File: src/rtl/nand_seq_pkg.sv
package nand_seq_pkg;

  typedef enum logic [1:0] {
    OP_CMD  = 2'b00,
    OP_ADDR = 2'b01,
    OP_WR   = 2'b10,
    OP_RD   = 2'b11
  } nand_op_e;

  typedef enum logic [1:0] {
    PH_IDLE  = 2'b00,
    PH_SETUP = 2'b01,
    PH_WAIT  = 2'b10,
    PH_HOLD  = 2'b11
  } nand_phase_e;

endpackage

File: src/rtl/nand_phase_timer.sv
// Saturating up-counter, cleared on demand; flags when the count reaches a limit.
module nand_phase_timer #(
  parameter int W = 8
) (
  input  logic         clk,
  input  logic         rst_n,
  input  logic         clear,
  input  logic [W-1:0] last,
  output logic         reached
);
  localparam logic [W-1:0] CNT_MAX = {W{1'b1}};

  logic [W-1:0] count;

  always_ff @(posedge clk or negedge rst_n) begin
    if (!rst_n)                count <= '0;
    else if (clear)            count <= '0;
    else if (count != CNT_MAX) count <= count + W'(1);
  end

  assign reached = (count >= last);

endmodule

File: src/rtl/nand_pin_drive.sv
// Maps the sequencer phase and the captured request onto the device pins.
module nand_pin_drive
  import nand_seq_pkg::*;
#(
  parameter int DW = 8
) (
  input  nand_phase_e     phase,
  input  nand_op_e        op,
  input  logic [DW-1:0]   byte_q,
  input  logic            hz_done,
  output logic            ce_n,
  output logic            re_n,
  output logic            we_n,
  output logic            cle,
  output logic            ale,
  output logic [DW-1:0]   dq_o,
  output logic            dq_oe
);
  logic active;
  logic strobe;

  always_comb begin
    active = (phase != PH_IDLE);
    strobe = (phase == PH_WAIT);
    ce_n   = !active;
    re_n   = !(strobe && op == OP_RD);
    we_n   = !(strobe && op != OP_RD);
    cle    = active && (op == OP_CMD);
    ale    = active && (op == OP_ADDR);
    unique case (op)
      OP_CMD, OP_ADDR: dq_oe = active;
      OP_WR:           dq_oe = active && hz_done;
      default:         dq_oe = 1'b0;
    endcase
    dq_o = dq_oe ? byte_q : '0;
  end

endmodule

File: src/rtl/nand_cycle_seq.sv
module nand_cycle_seq
  import nand_seq_pkg::*;
#(
  parameter int DATA_W = 8,
  parameter int TIME_W = 8
) (
  input  logic              clk,
  input  logic              rst_n,
  input  logic              req_valid,
  output logic              req_ready,
  input  logic [1:0]        req_op,
  input  logic [DATA_W-1:0] req_byte,
  input  logic [TIME_W-1:0] cfg_setup,
  input  logic [TIME_W-1:0] cfg_wait,
  input  logic [TIME_W-1:0] cfg_hold,
  input  logic [TIME_W-1:0] cfg_hiz,
  output logic              rd_valid,
  output logic [DATA_W-1:0] rd_data,
  output logic              nand_ce_n,
  output logic              nand_re_n,
  output logic              nand_we_n,
  output logic              nand_cle,
  output logic              nand_ale,
  output logic [DATA_W-1:0] nand_dq_o,
  output logic              nand_dq_oe,
  input  logic [DATA_W-1:0] nand_dq_i,
  input  logic              nand_rb
);
  localparam logic [TIME_W-1:0] ONE      = TIME_W'(1);
  localparam logic [TIME_W-1:0] WAIT_MIN = TIME_W'(2);
  localparam logic [TIME_W-1:0] HOLD_MAX = TIME_W'((2 ** TIME_W) - 2);

  nand_phase_e       phase;
  nand_op_e          op_q;
  logic [DATA_W-1:0] byte_q;
  logic [TIME_W-1:0] setup_last, wait_last, hold_last, hiz_len;
  logic [TIME_W-1:0] wait_len, hold_len, tmr_last;
  logic              accept, advance, tmr_reached, hz_done;

  assign req_ready = (phase == PH_IDLE);
  assign accept    = req_valid && req_ready;

  // Clamp the programmed lengths into their legal ranges at capture time.
  always_comb begin
    wait_len = (cfg_wait < WAIT_MIN) ? WAIT_MIN : cfg_wait;
    if (cfg_hold == '0)          hold_len = ONE;
    else if (cfg_hold > HOLD_MAX) hold_len = HOLD_MAX;
    else                          hold_len = cfg_hold;
  end

  always_ff @(posedge clk or negedge rst_n) begin
    if (!rst_n) begin
      op_q       <= OP_CMD;
      byte_q     <= '0;
      setup_last <= '0;
      wait_last  <= '0;
      hold_last  <= '0;
      hiz_len    <= ONE;
    end else if (accept) begin
      op_q       <= nand_op_e'(req_op);
      byte_q     <= req_byte;
      setup_last <= cfg_setup;
      wait_last  <= wait_len - ONE;
      hold_last  <= hold_len - ONE;
      hiz_len    <= (cfg_hiz == '0) ? ONE : cfg_hiz;
    end
  end

  always_comb begin
    unique case (phase)
      PH_SETUP: tmr_last = setup_last;
      PH_WAIT:  tmr_last = wait_last;
      PH_HOLD:  tmr_last = hold_last;
      default:  tmr_last = '0;
    endcase
    unique case (phase)
      PH_SETUP, PH_HOLD: advance = tmr_reached;
      PH_WAIT:           advance = tmr_reached && nand_rb;
      default:           advance = 1'b0;
    endcase
  end

  always_ff @(posedge clk or negedge rst_n) begin
    if (!rst_n) begin
      phase <= PH_IDLE;
    end else begin
      unique case (phase)
        PH_IDLE:  if (accept)  phase <= PH_SETUP;
        PH_SETUP: if (advance) phase <= PH_WAIT;
        PH_WAIT:  if (advance) phase <= PH_HOLD;
        default:  if (advance) phase <= PH_IDLE;
      endcase
    end
  end

  always_ff @(posedge clk or negedge rst_n) begin
    if (!rst_n) begin
      rd_valid <= 1'b0;
      rd_data  <= '0;
    end else begin
      rd_valid <= 1'b0;
      if (phase == PH_WAIT && advance && op_q == OP_RD) begin
        rd_valid <= 1'b1;
        rd_data  <= nand_dq_i;
      end
    end
  end

  nand_phase_timer #(.W(TIME_W)) i_phase_tmr (
    .clk     (clk),
    .rst_n   (rst_n),
    .clear   (accept || advance),
    .last    (tmr_last),
    .reached (tmr_reached)
  );

  nand_phase_timer #(.W(TIME_W)) i_hiz_tmr (
    .clk     (clk),
    .rst_n   (rst_n),
    .clear   (accept),
    .last    (hiz_len),
    .reached (hz_done)
  );

  nand_pin_drive #(.DW(DATA_W)) i_pins (
    .phase   (phase),
    .op      (op_q),
    .byte_q  (byte_q),
    .hz_done (hz_done),
    .ce_n    (nand_ce_n),
    .re_n    (nand_re_n),
    .we_n    (nand_we_n),
    .cle     (nand_cle),
    .ale     (nand_ale),
    .dq_o    (nand_dq_o),
    .dq_oe   (nand_dq_oe)
  );


  idle_quiet_chk: assert property (@(posedge clk) disable iff (!rst_n)
    req_ready |-> (nand_ce_n && nand_re_n && nand_we_n && !nand_dq_oe));

  strobe_needs_ce_chk: assert property (@(posedge clk) disable iff (!rst_n)
    (!nand_re_n || !nand_we_n) |-> !nand_ce_n);

  busy_stretch_chk: assert property (@(posedge clk) disable iff (!rst_n)
    ((!nand_re_n || !nand_we_n) && !nand_rb) |=> (!nand_re_n || !nand_we_n));

  bus_steady_chk: assert property (@(posedge clk) disable iff (!rst_n)
    (nand_dq_oe && $past(nand_dq_oe)) |-> $stable(nand_dq_o));

  one_latch_chk: assert property (@(posedge clk) disable iff (!rst_n)
    !(nand_cle && nand_ale));

  single_strobe_chk: assert property (@(posedge clk) disable iff (!rst_n)
    !(!nand_re_n && !nand_we_n));

  rd_pulse_chk: assert property (@(posedge clk) disable iff (!rst_n)
    rd_valid |=> !rd_valid);

endmodule

File: config.mk
export PLATFORM = sky130hd
export DESIGN_NAME = nand_cycle_seq
export DESIGN_NICKNAME = d
export VERILOG_FILES = /design/src/rtl/nand_seq_pkg.sv /design/src/rtl/nand_phase_timer.sv /design/src/rtl/nand_pin_drive.sv /design/src/rtl/nand_cycle_seq.sv
export SDC_FILE = /design/constraint.sdc
export NUM_CORES = 1
export LEC_CHECK = 0
export CAP_MARGIN = 20
export CORE_MARGIN = 5
export CORE_UTILIZATION = 47
export CTS_CLUSTER_SIZE = 24
export DETAILED_ROUTE_END_ITERATION = 10
export GPL_ROUTABILITY_DRIVEN = 0
export GPL_TIMING_DRIVEN = 0
export PLACE_DENSITY = 0.8
export SKIP_CTS_REPAIR_TIMING = 1
export SYNTH_ARGS = -nofsm -noshare
export SYNTH_HDL_FRONTEND = slang
export SYNTH_HIERARCHICAL = 1
export SYNTH_SLANG_ARGS = --single-unit
export TNS_END_PERCENT = 1
File: constraint.sdc
create_clock -name clk -period 3.1 [get_ports clk]
set_clock_uncertainty 0.05 [all_clocks]
set_input_delay 0.62 -clock clk [delete_from_list [all_inputs] [get_ports clk]]
set_output_delay 0.62 -clock clk [all_outputs]
set_load 0.05 [all_outputs]
==> results.py, run 1 <==
metrics = {
    "grt": {
        "grt_antenna_before_repair": 0,
        "grt_max_degree": 70,
        "grt_pass1_vias": 3471,
        "grt-ovfl-total": 0,
        "track_usage": 0.1893,
        "grt_pass1_wl_um": 15570,
    },
    "synthesis": {
        "ys_seq_area_frac": 0.4452,
        "ys_warn_count": 6,
        "synth_area_leaders": "dfrtp_1 44%, nand2_1 8.7%, ha_1 7.7%, o21ai_0 3.2%, mux2_2 2.6%",
        "ys_seq_elements": 69,
        "yosysTopAreaCell": "dfrtp_1",
        "synth_compound_area_frac": 0.1538,
        "synth.avg_cell_area_um2": 9.352,
        "muxShareOfSynthArea": 0.03675,
        "synth-xor-area-share": 0.02031,
        "synth-simple-area-share": 0.2166,
        "synth_top_cell_area_share": 0.4384,
        "synth_top_family_by_area": "simple AND/OR/NAND/NOR gates",
        "synthArstFlopShare": 1.000,
        "synth_area_um2": 3881,
        "syn_nets": 493,
        "synth_edf_count": 0,
        "postSynthCellCount": 415,
        "synth-adder-area-share": 0.07737,
        "synth_flop_cell": "dfrtp_1",
        "post_synth_num_cell_types": 55,
    },
    "pwr": {
        "power.leakage_nw": 2.308,
        "total_power_mw": 4.762,
        "ir_drop_mv": 0.3453,
        "powerDensity_nw_per_um2": 949.9,
    },
    "worst_setup_path": {
        "critPathRequiredTime_ps": 2430,
        "critPathKind": "register to primary output",
        "crit_slowest_cell": "dfstp_2",
        "cp_max_fo": 9,
        "arrival_ps": 2300,
        "start_kind": "register",
        "path_cells": "ha_1 > nand2b_1 > a211oi_1 > o21ai_1 > a41o_1 > nand2b_4 > a21oi_2 > buf_4",
        "endpoint_kind": "primary output",
        "slowest_delay_ps": 530,
    },
    "timing": {
        "hold_viol_final": 0,
        "fin_hold_ws_ps": 330.4,
        "max_slew.worst_pin.slew_ps": 846.1,
        "relSlewSlack": 0.4359,
        "period_share": 0.9584,
        "setup_viol": 0,
        "drv_slew": 0,
        "rsz0062_at_grt": "yes",
        "finalCriticalPeriod_ps": 2971,
        "fmax_mhz": 336.6,
    },
    "clock_network": {
        "insertion_delay_ps": 350,
        "cts_buffer_depth": 2,
        "cts_sinks": 69,
        "cts_tree": "built",
        "clockRootBuffer": "clkbuf_8",
        "htreeDepth": 3,
        "clk_pin_slew_ps": 70,
        "numCtsBuffers": 9,
    },
    "placement": {
        "dp.cells": 597,
        "io_buffers": 77,
        "place_hpwl_um": 6783,
    },
    "final_layout": {
        "final_cell_mix": "90 x nand2_1, 67 x dfrtp_1, 67 x clkdlybuf4s50_1",
        "instances_no_fill": 613,
        "nFillCells": 695,
        "final_common_cell": "nand2_1",
        "utilization": 0.6164,
        "layout-drive-gt1-share": 0.1417,
        "nets": 582,
        "syn_to_final_growth_pct": 29.17,
        "antennaDiodeCount": 0,
    },
    "floorplanning": {
        "core_area_um2": 8134,
        "rows": 33,
        "die_area_um2": 10180,
        "start_util": 0.4772,
        "fp.dieH_um": 100.9,
        "boundaryPins": 78,
        "die_w_um": 100.9,
    },
    "routing": {
        "wl_met3_um": 451,
        "num_vias": 3361,
        "post_drt_via_cell_ratio": 5.483,
        "top_layer": "met4",
        "wirelength_met1_um": 3831,
        "drt_wl_total_um": 9061,
        "wl_met2_um": 4612,
        "wl_per_cell_um": 14.78,
        "drt_first_pass_iters": 5,
        "initialDrtViolationCount": 156,
        "drc": 0,
        "ant_nets": 0,
    },
    "status": {
        "status": "completed",
    },
    "min_path": {
        "hp-class": "input port to asynchronous set/reset pin",
    },
    "run": {
        "maxCapViolCount": 0,
    },
}
area by class of cell:
type                       count  area, µm²  share of cell area
inverter                      21      78.83             0.01572
clock buffer                  12      155.1             0.03095
multi-input combinational    304       1984              0.3958
clock inverter                 3      45.04            0.008984
sequential                    69       1729              0.3449
timing repair buffer          82      795.8              0.1587
buffer                        17      93.84             0.01872
tap                          105      131.4             0.02620
stage by stage:
| stage | setup TNS, ps | area, µm² | setup WS [ps] |
|---|---|---|---|
| 6_report | 0 | 5014 | 128.9 |
| 3_5_place_dp | -3033 | 4781 | -207.8 |
| 5_1_grt | -14.36 | 5014 | -14.36 |
| 2_1_floorplan | 0 | 3881 | 38.35 |
| 4_1_cts | -7176 | 4981 | -525.5 |
| 3_3_place_gp | -64540 | 4783 | -910.2 |
Yosys cell counts (all sizes together) (2+ instances only):
library cell / instances
a21oi: 19
and4bb: 2
buf: 12
a21o: 4
o21bai: 3
or3: 5
nor2: 25
o21ai: 25
or4: 4
and3: 4
nand3: 11
ha: 24
nand2: 90
xor2: 4
or2: 3
o41ai: 2
nor3: 10
a41o: 2
xnor2: 5
dfrtp: 68
and4: 4
nand4: 3
a31oi: 10
nand2b: 6
mux2i: 3
mux2: 10
o31ai: 2
o211ai: 3
a211oi: 3
nor3b: 3
clkbuf: 9
inv: 21
a222oi: 8
power breakdown:
group,leakage (nW),switching (mW),total [mW],internal [mW]
Clock,0.0947,0.328,0.739,0.411
Combinational,1.34,1.47,2.45,0.977
Sequential,0.870,0.306,1.57,1.27
Total,2.31,2.11,4.76,2.66
metal layers:
layer | vias to the layer above | global-route usage
met1 | 1632 | 0.2312
met2 | 80 | 0.3246
met3 | 15 | 0.05052
li1 | 1634 | -
met4 | 0 | 0.06010
met5 | - | 0
cell families (layout without fill, tap and decap cells):
group / after synthesis / count (layout)
AND/OR/NAND/NOR: 173 / 173
AO/OA/AOI/OAI: 85 / 85
flip-flops: 69 / 69
buffers and inverters: 42 / 135
adder cells (fa/ha/maj): 24 / 24
multiplexers: 13 / 13
XOR/XNOR: 9 / 9
flip-flops by register name, summed over array words and instances (netlist names):
signal             count
byte_q                 8
phase                  2
i_hiz_tmr/count        8
hiz_len                8
setup_last             8
wait_last              8
rd_valid               1
rd_data                8
i_phase_tmr/count      8
hold_last              8
op_q                   2
worst max-delay path: cells and delay by family, from the launching register on:
kind / cells / cell delay [ps]
flip-flops: 1 / 530
adder cells (fa/ha/maj): 1 / 220
buffers and inverters: 1 / 190
AO/OA/AOI/OAI: 4 / 710
AND/OR/NAND/NOR: 2 / 310
worst paths after layout:
check                                             to  cells past startpoint  startpoint  slack (ps)
worst max-delay path                    nand_dq_o[6]                      8  hiz_len[0]         130
worst min-delay path                       byte_q[6]                      1       rst_n         330
worst max register to register  i_phase_tmr/count[2]                     14    phase[1]         180
worst min register to register             byte_q[5]                      2   byte_q[5]         430
max in group asynchronous         i_hiz_tmr/count[0]                      1       rst_n        2070
min in group clk                           byte_q[5]                      2   byte_q[5]         430
No activity file was read; power rests on OpenSTA's default activity.
==> run 2: changes to the inputs <==
--- a/config.mk
+++ b/config.mk
@@ -16,6 +16,5 @@
 export SKIP_CTS_REPAIR_TIMING = 1
 export SYNTH_ARGS = -nofsm -noshare
 export SYNTH_HDL_FRONTEND = slang
-export SYNTH_HIERARCHICAL = 1
 export SYNTH_SLANG_ARGS = --single-unit
 export TNS_END_PERCENT = 1
==> results.py, run 2 <==
metrics = {
    "placement": {
        "io_buffers": 77,
        "placed_area_um2": 4703,
        "place_hpwl_um": 6814,
        "pre_cts_slack_ps": -286.5,
        "dp.cells": 576,
    },
    "worst_setup_path": {
        "path_cells": "buf_6 > ha_2 > buf_6 > a222oi_1 > or2_4 > ha_4 > and3_4 > nand2_1 > o31ai_4 > nand3b_4 > mux2_4",
        "endpoint_kind": "register",
        "critPathKind": "register to register",
        "crit_family": "compound AO/OA/AOI/OAI gates",
        "critPathRequiredTime_ps": 3280,
        "cp_max_fo": 9,
        "slowest_delay_ps": 440,
        "worstSetupStartpoint": "phase[0]",
        "arrival_ps": 3250,
        "cp.buffers_inverters": 2,
        "worst-r2r-setup-slack_ps": 20,
        "crit_slowest_cell": "a222oi_1",
        "worstRegToRegCells": 11,
        "r2r_start": "phase[0]",
        "start_kind": "register",
        "cp_common_cell": "buf_6",
        "r2r-end": "rd_data[3]",
    },
    "synthesis": {
        "ys_seq_area_frac": 0.4538,
        "synth_edf_count": 0,
        "ys_warn_count": 0,
        "synth_top_cell_area_share": 0.4469,
        "syn_nets": 476,
        "post_synth_num_cell_types": 53,
        "ys_seq_elements": 69,
        "synthArstFlopShare": 1.000,
        "synth.avg_cell_area_um2": 9.590,
        "yosysTopAreaCell": "dfrtp_1",
        "synth_area_um2": 3807,
        "synth_flop_cell": "dfrtp_1",
        "postSynthCellCount": 397,
        "synth_area_leaders": "dfrtp_1 45%, nand2_1 9.3%, ha_1 8.2%, mux2_4 3.2%, o21ai_0 2.5%",
        "synth_common_cells": "94 x nand2_1, 68 x dfrtp_1, 25 x ha_1, 25 x nor2_1, 19 x o21ai_0",
        "yosysMostFrequentCell": "nand2_1",
    },
    "clock_network": {
        "numCtsBuffers": 9,
        "cts_sinks": 69,
        "insertion_delay_ps": 340,
        "clk_pin_slew_ps": 70,
        "htreeDepth": 3,
        "cts_buffer_depth": 2,
        "cts_tree": "built",
        "clockRootBuffer": "clkbuf_8",
    },
    "pwr": {
        "ir_drop_mv": 0.5976,
        "total_power_mw": 4.982,
        "powerDensity_nw_per_um2": 1003,
        "power.leakage_nw": 2.354,
    },
    "routing": {
        "initialDrtViolationCount": 190,
        "drc": 0,
        "wl_per_cell_um": 15.78,
        "post_drt_via_cell_ratio": 5.357,
        "drt_wl_total_um": 9405,
        "drt_first_pass_iters": 5,
        "num_vias": 3193,
        "ant_nets": 0,
    },
    "floorplanning": {
        "fp.dieH_um": 100.0,
        "die_area_um2": 10000,
        "core_area_um2": 7807,
        "die_w_um": 100.0,
        "start_util": 0.4877,
        "rows": 32,
        "boundaryPins": 78,
    },
    "timing": {
        "setup_viol": 0,
        "hold_viol_final": 0,
        "drv_slew": 0,
        "fmax_mhz": 325.2,
        "relSlewSlack": 0.4097,
        "rsz0062_at_grt": "yes",
        "fin_hold_ws_ps": 340.9,
        "max_slew.worst_pin.slew_ps": 885.5,
        "finalSetupTns_ps": 0,
        "finalCriticalPeriod_ps": 3075,
        "period_share": 0.9920,
        "fin_ws_ps": 24.72,
    },
    "final_layout": {
        "layout-drive-gt1-share": 0.1437,
        "syn_to_final_growth_pct": 30.46,
        "fin_area_um2": 4967,
        "instances_no_fill": 596,
        "nets": 568,
        "final_common_cell": "nand2_1",
        "antennaDiodeCount": 0,
        "final_cell_mix": "94 x nand2_1, 68 x dfrtp_1, 67 x clkdlybuf4s50_1",
        "utilization": 0.6362,
    },
    "status": {
        "status": "completed",
    },
    "run": {
        "maxCapViolCount": 0,
    },
    "grt": {
        "grt-ovfl-total": 0,
        "grt_pass1_vias": 3348,
        "track_usage": 0.1966,
        "grt_antenna_before_repair": 0,
        "grt_max_degree": 70,
        "grt_pass1_wl_um": 15810,
    },
    "min_path": {
        "hp-class": "input port to asynchronous set/reset pin",
    },
}
[run 2: cell count changes in the layout (fill, tap and decap cells not counted), sizes merged, moves of 6 or more]
cell	change
a21oi	-12
a31oi	-6
buf	-13
clkbuf	+9
nor2b	+7
[run 2: routing by layer]
layer  global-route usage  vias up  wire length (µm)
li1                     -     1556                 -
met1               0.2513     1533              4053
met2               0.3366       88              4737
met3              0.03266       16               454
met4              0.07047        0               159
met5                    0        -                 0
[run 2: layout make-up]
cell class                 count  area, µm²
buffer                        15      80.08
tap                          102      127.6
inverter                      16      60.06
clock inverter                 4      47.55
fill                         646       2840
multi-input combinational    298       2029
timing repair buffer          80      749.5
clock buffer                  12      145.1
sequential                    69       1728
[run 2: worst max path at each step]
stage | to | slack [ps] | cells past startpoint
floorplan | phase[1] | 150 | 11
global placement | byte_q[7] | -950 | 1
detailed placement | rd_data[3] | -290 | 11
CTS | nand_dq_o[5] | -560 | 8
global route | rd_data[3] | -60 | 11
finish | rd_data[3] | 20 | 11
[run 2: logic make-up (layout without fill, tap and decap cells)]
group | count (synthesis) | after routing | synth area share
fa+ha+maj | 25 | 25 | 0.08216
simple gates | 184 | 185 | 0.2284
compound gates | 62 | 62 | 0.1268
flops | 69 | 69 | 0.4538
xor+xnor | 11 | 11 | 0.02531
buf+inv | 31 | 127 | 0.03253
mux | 15 | 15 | 0.05094
[run 2: power breakdown]
part	total [mW]	internal [mW]	switching (mW)
clock	0.729	0.392	0.337
combinational	2.71	1.10	1.61
sequential	1.55	1.27	0.274
total	4.98	2.76	2.22
==> run 3: changes to the inputs <==
--- a/config.mk
+++ b/config.mk
@@ -11,8 +11,8 @@
 export CTS_CLUSTER_SIZE = 24
 export DETAILED_ROUTE_END_ITERATION = 10
 export GPL_ROUTABILITY_DRIVEN = 0
-export GPL_TIMING_DRIVEN = 0
 export PLACE_DENSITY = 0.8
+export REMOVE_ABC_BUFFERS = 1
 export SKIP_CTS_REPAIR_TIMING = 1
 export SYNTH_ARGS = -nofsm -noshare
 export SYNTH_HDL_FRONTEND = slang
==> results.py, run 3 (synthesis results as in run 2) <==
metrics = {
    "routing": {
        "wl_per_cell_um": 15.10,
        "drt_wl_total_um": 8805,
        "num_vias": 3101,
        "drc": 0,
        "drt_first_pass_iters": 6,
        "ant_nets": 0,
        "initialDrtViolationCount": 222,
        "post_drt_via_cell_ratio": 5.319,
    },
    "placement": {
        "dp.cells": 566,
        "io_buffers": 77,
        "pre_cts_slack_ps": 109.2,
        "place_hpwl_um": 6695,
    },
    "timing": {
        "rsz0062_at_grt": "no",
        "setup_viol": 0,
        "hold_viol_final": 0,
        "drv_slew": 0,
        "fin_ws_ps": 137.9,
        "max_slew.worst_pin.slew_ps": 759.5,
        "relSlewSlack": 0.4937,
        "period_share": 0.9555,
        "fmax_mhz": 337.6,
        "finalCriticalPeriod_ps": 2962,
    },
    "floorplanning": {
        "rows": 32,
        "boundaryPins": 78,
        "die_w_um": 100.0,
        "core_area_um2": 7807,
        "fp.dieH_um": 100.0,
        "die_area_um2": 10000,
        "start_util": 0.4877,
    },
    "grt": {
        "use_met2": 0.2940,
        "grt_util_met3": 0.05837,
        "grt_max_degree": 50,
        "grt-ovfl-total": 0,
        "grt_pass1_wl_um": 14240,
        "grt_pass1_vias": 3043,
        "track_usage": 0.1768,
        "busiest_layer": "met2",
        "grt_antenna_before_repair": 0,
        "met1_usage": 0.2233,
    },
    "pwr": {
        "ir_drop_mv": 0.4460,
        "power.leakage_nw": 2.314,
        "powerDensity_nw_per_um2": 983.8,
        "total_power_mw": 4.794,
    },
    "clock_network": {
        "clockRootBuffer": "clkbuf_8",
        "numCtsBuffers": 9,
        "cts_tree": "built",
        "insertion_delay_ps": 340,
        "cts_buffer_depth": 2,
        "htreeDepth": 3,
        "cts_sinks": 69,
        "clk_pin_slew_ps": 80,
    },
    "final_layout": {
        "final_common_cell": "nand2_1",
        "nFillCells": 659,
        "final_cell_mix": "94 x nand2_1, 68 x dfrtp_1, 67 x clkdlybuf4s50_1",
        "nets": 555,
        "antennaDiodeCount": 0,
        "syn_to_final_growth_pct": 28.00,
        "layout-drive-gt1-share": 0.1351,
        "instances_no_fill": 583,
    },
    "min_path": {
        "hp-class": "input port to asynchronous set/reset pin",
    },
    "worst_setup_path": {
        "critPathRequiredTime_ps": 2430,
        "endpoint_kind": "primary output",
        "cp_max_fo": 9,
        "arrival_ps": 2290,
        "start_kind": "register",
        "critPathKind": "register to primary output",
    },
    "status": {
        "status": "completed",
    },
    "run": {
        "maxCapViolCount": 0,
    },
}
==> run 3: changes by cell type in the layout (fill, tap and decap cells not counted), sizes merged <==
cell    change
buf         +5
clkbuf     -17
nand3b      -1
==> run 3: worst max-delay path, cell delays in order, from the launching register on <==
cell and delay, ps:
dfstp_2 540, ha_1 220, nand2b_1 140, a21o_1 180, a211o_1 300, a22oi_2 120
buf_4 180, nor2b_1 70, buf_4 190
==> run 3: metrics by stage <==
step	instance area [µm²]	hold WS, ps	utilization	TNS (ps)
finish	4873	299.6	0.6242	0
global route	4873	349.4	0.6242	0
CTS	4857	301.3	0.6221	-224.9
detailed placement	4664	409.9	0.5974	0
global placement	4664	400.0	0.5974	0
floorplan	3744	274.4	-	-502.4
==> run 3: layout make-up <==
class,instances,area (µm²),area share
multi-input combinational,297,1964,0.4031
sequential,69,1728,0.3546
timing repair buffer,83,800.8,0.1643
clock buffer,12,145.1,0.02978
tap,102,127.6,0.02619
inverter,16,60.06,0.01232
clock inverter,4,47.55,0.009756
==> run 3: final timing paths <==
check                                     to       start  slack, ps  cells after the start
min in group clk                   byte_q[4]   byte_q[4]        420                      2
worst max-delay path            nand_dq_o[1]  hiz_len[0]        140                      8
max in group asynchronous         hiz_len[0]       rst_n       1990                      2
worst min register to register     byte_q[4]   byte_q[4]        420                      2
worst min-delay path               byte_q[0]       rst_n        300                      1
worst max register to register    rd_data[2]    phase[0]        160                     10
==> run 3: metal layers <==
| layer | routed length (µm) | up-vias |
|---|---|---|
| met5 | 0 | - |
| met4 | 114 | 0 |
| met2 | 4376 | 90 |
| met1 | 3805 | 1466 |
| li1 | - | 1528 |
| met3 | 507 | 17 |
==> run 3: where the power goes <==
part	internal, mW	switching [mW]
Clock	0.391	0.325
Combinational	1.03	1.49
Sequential	1.28	0.289
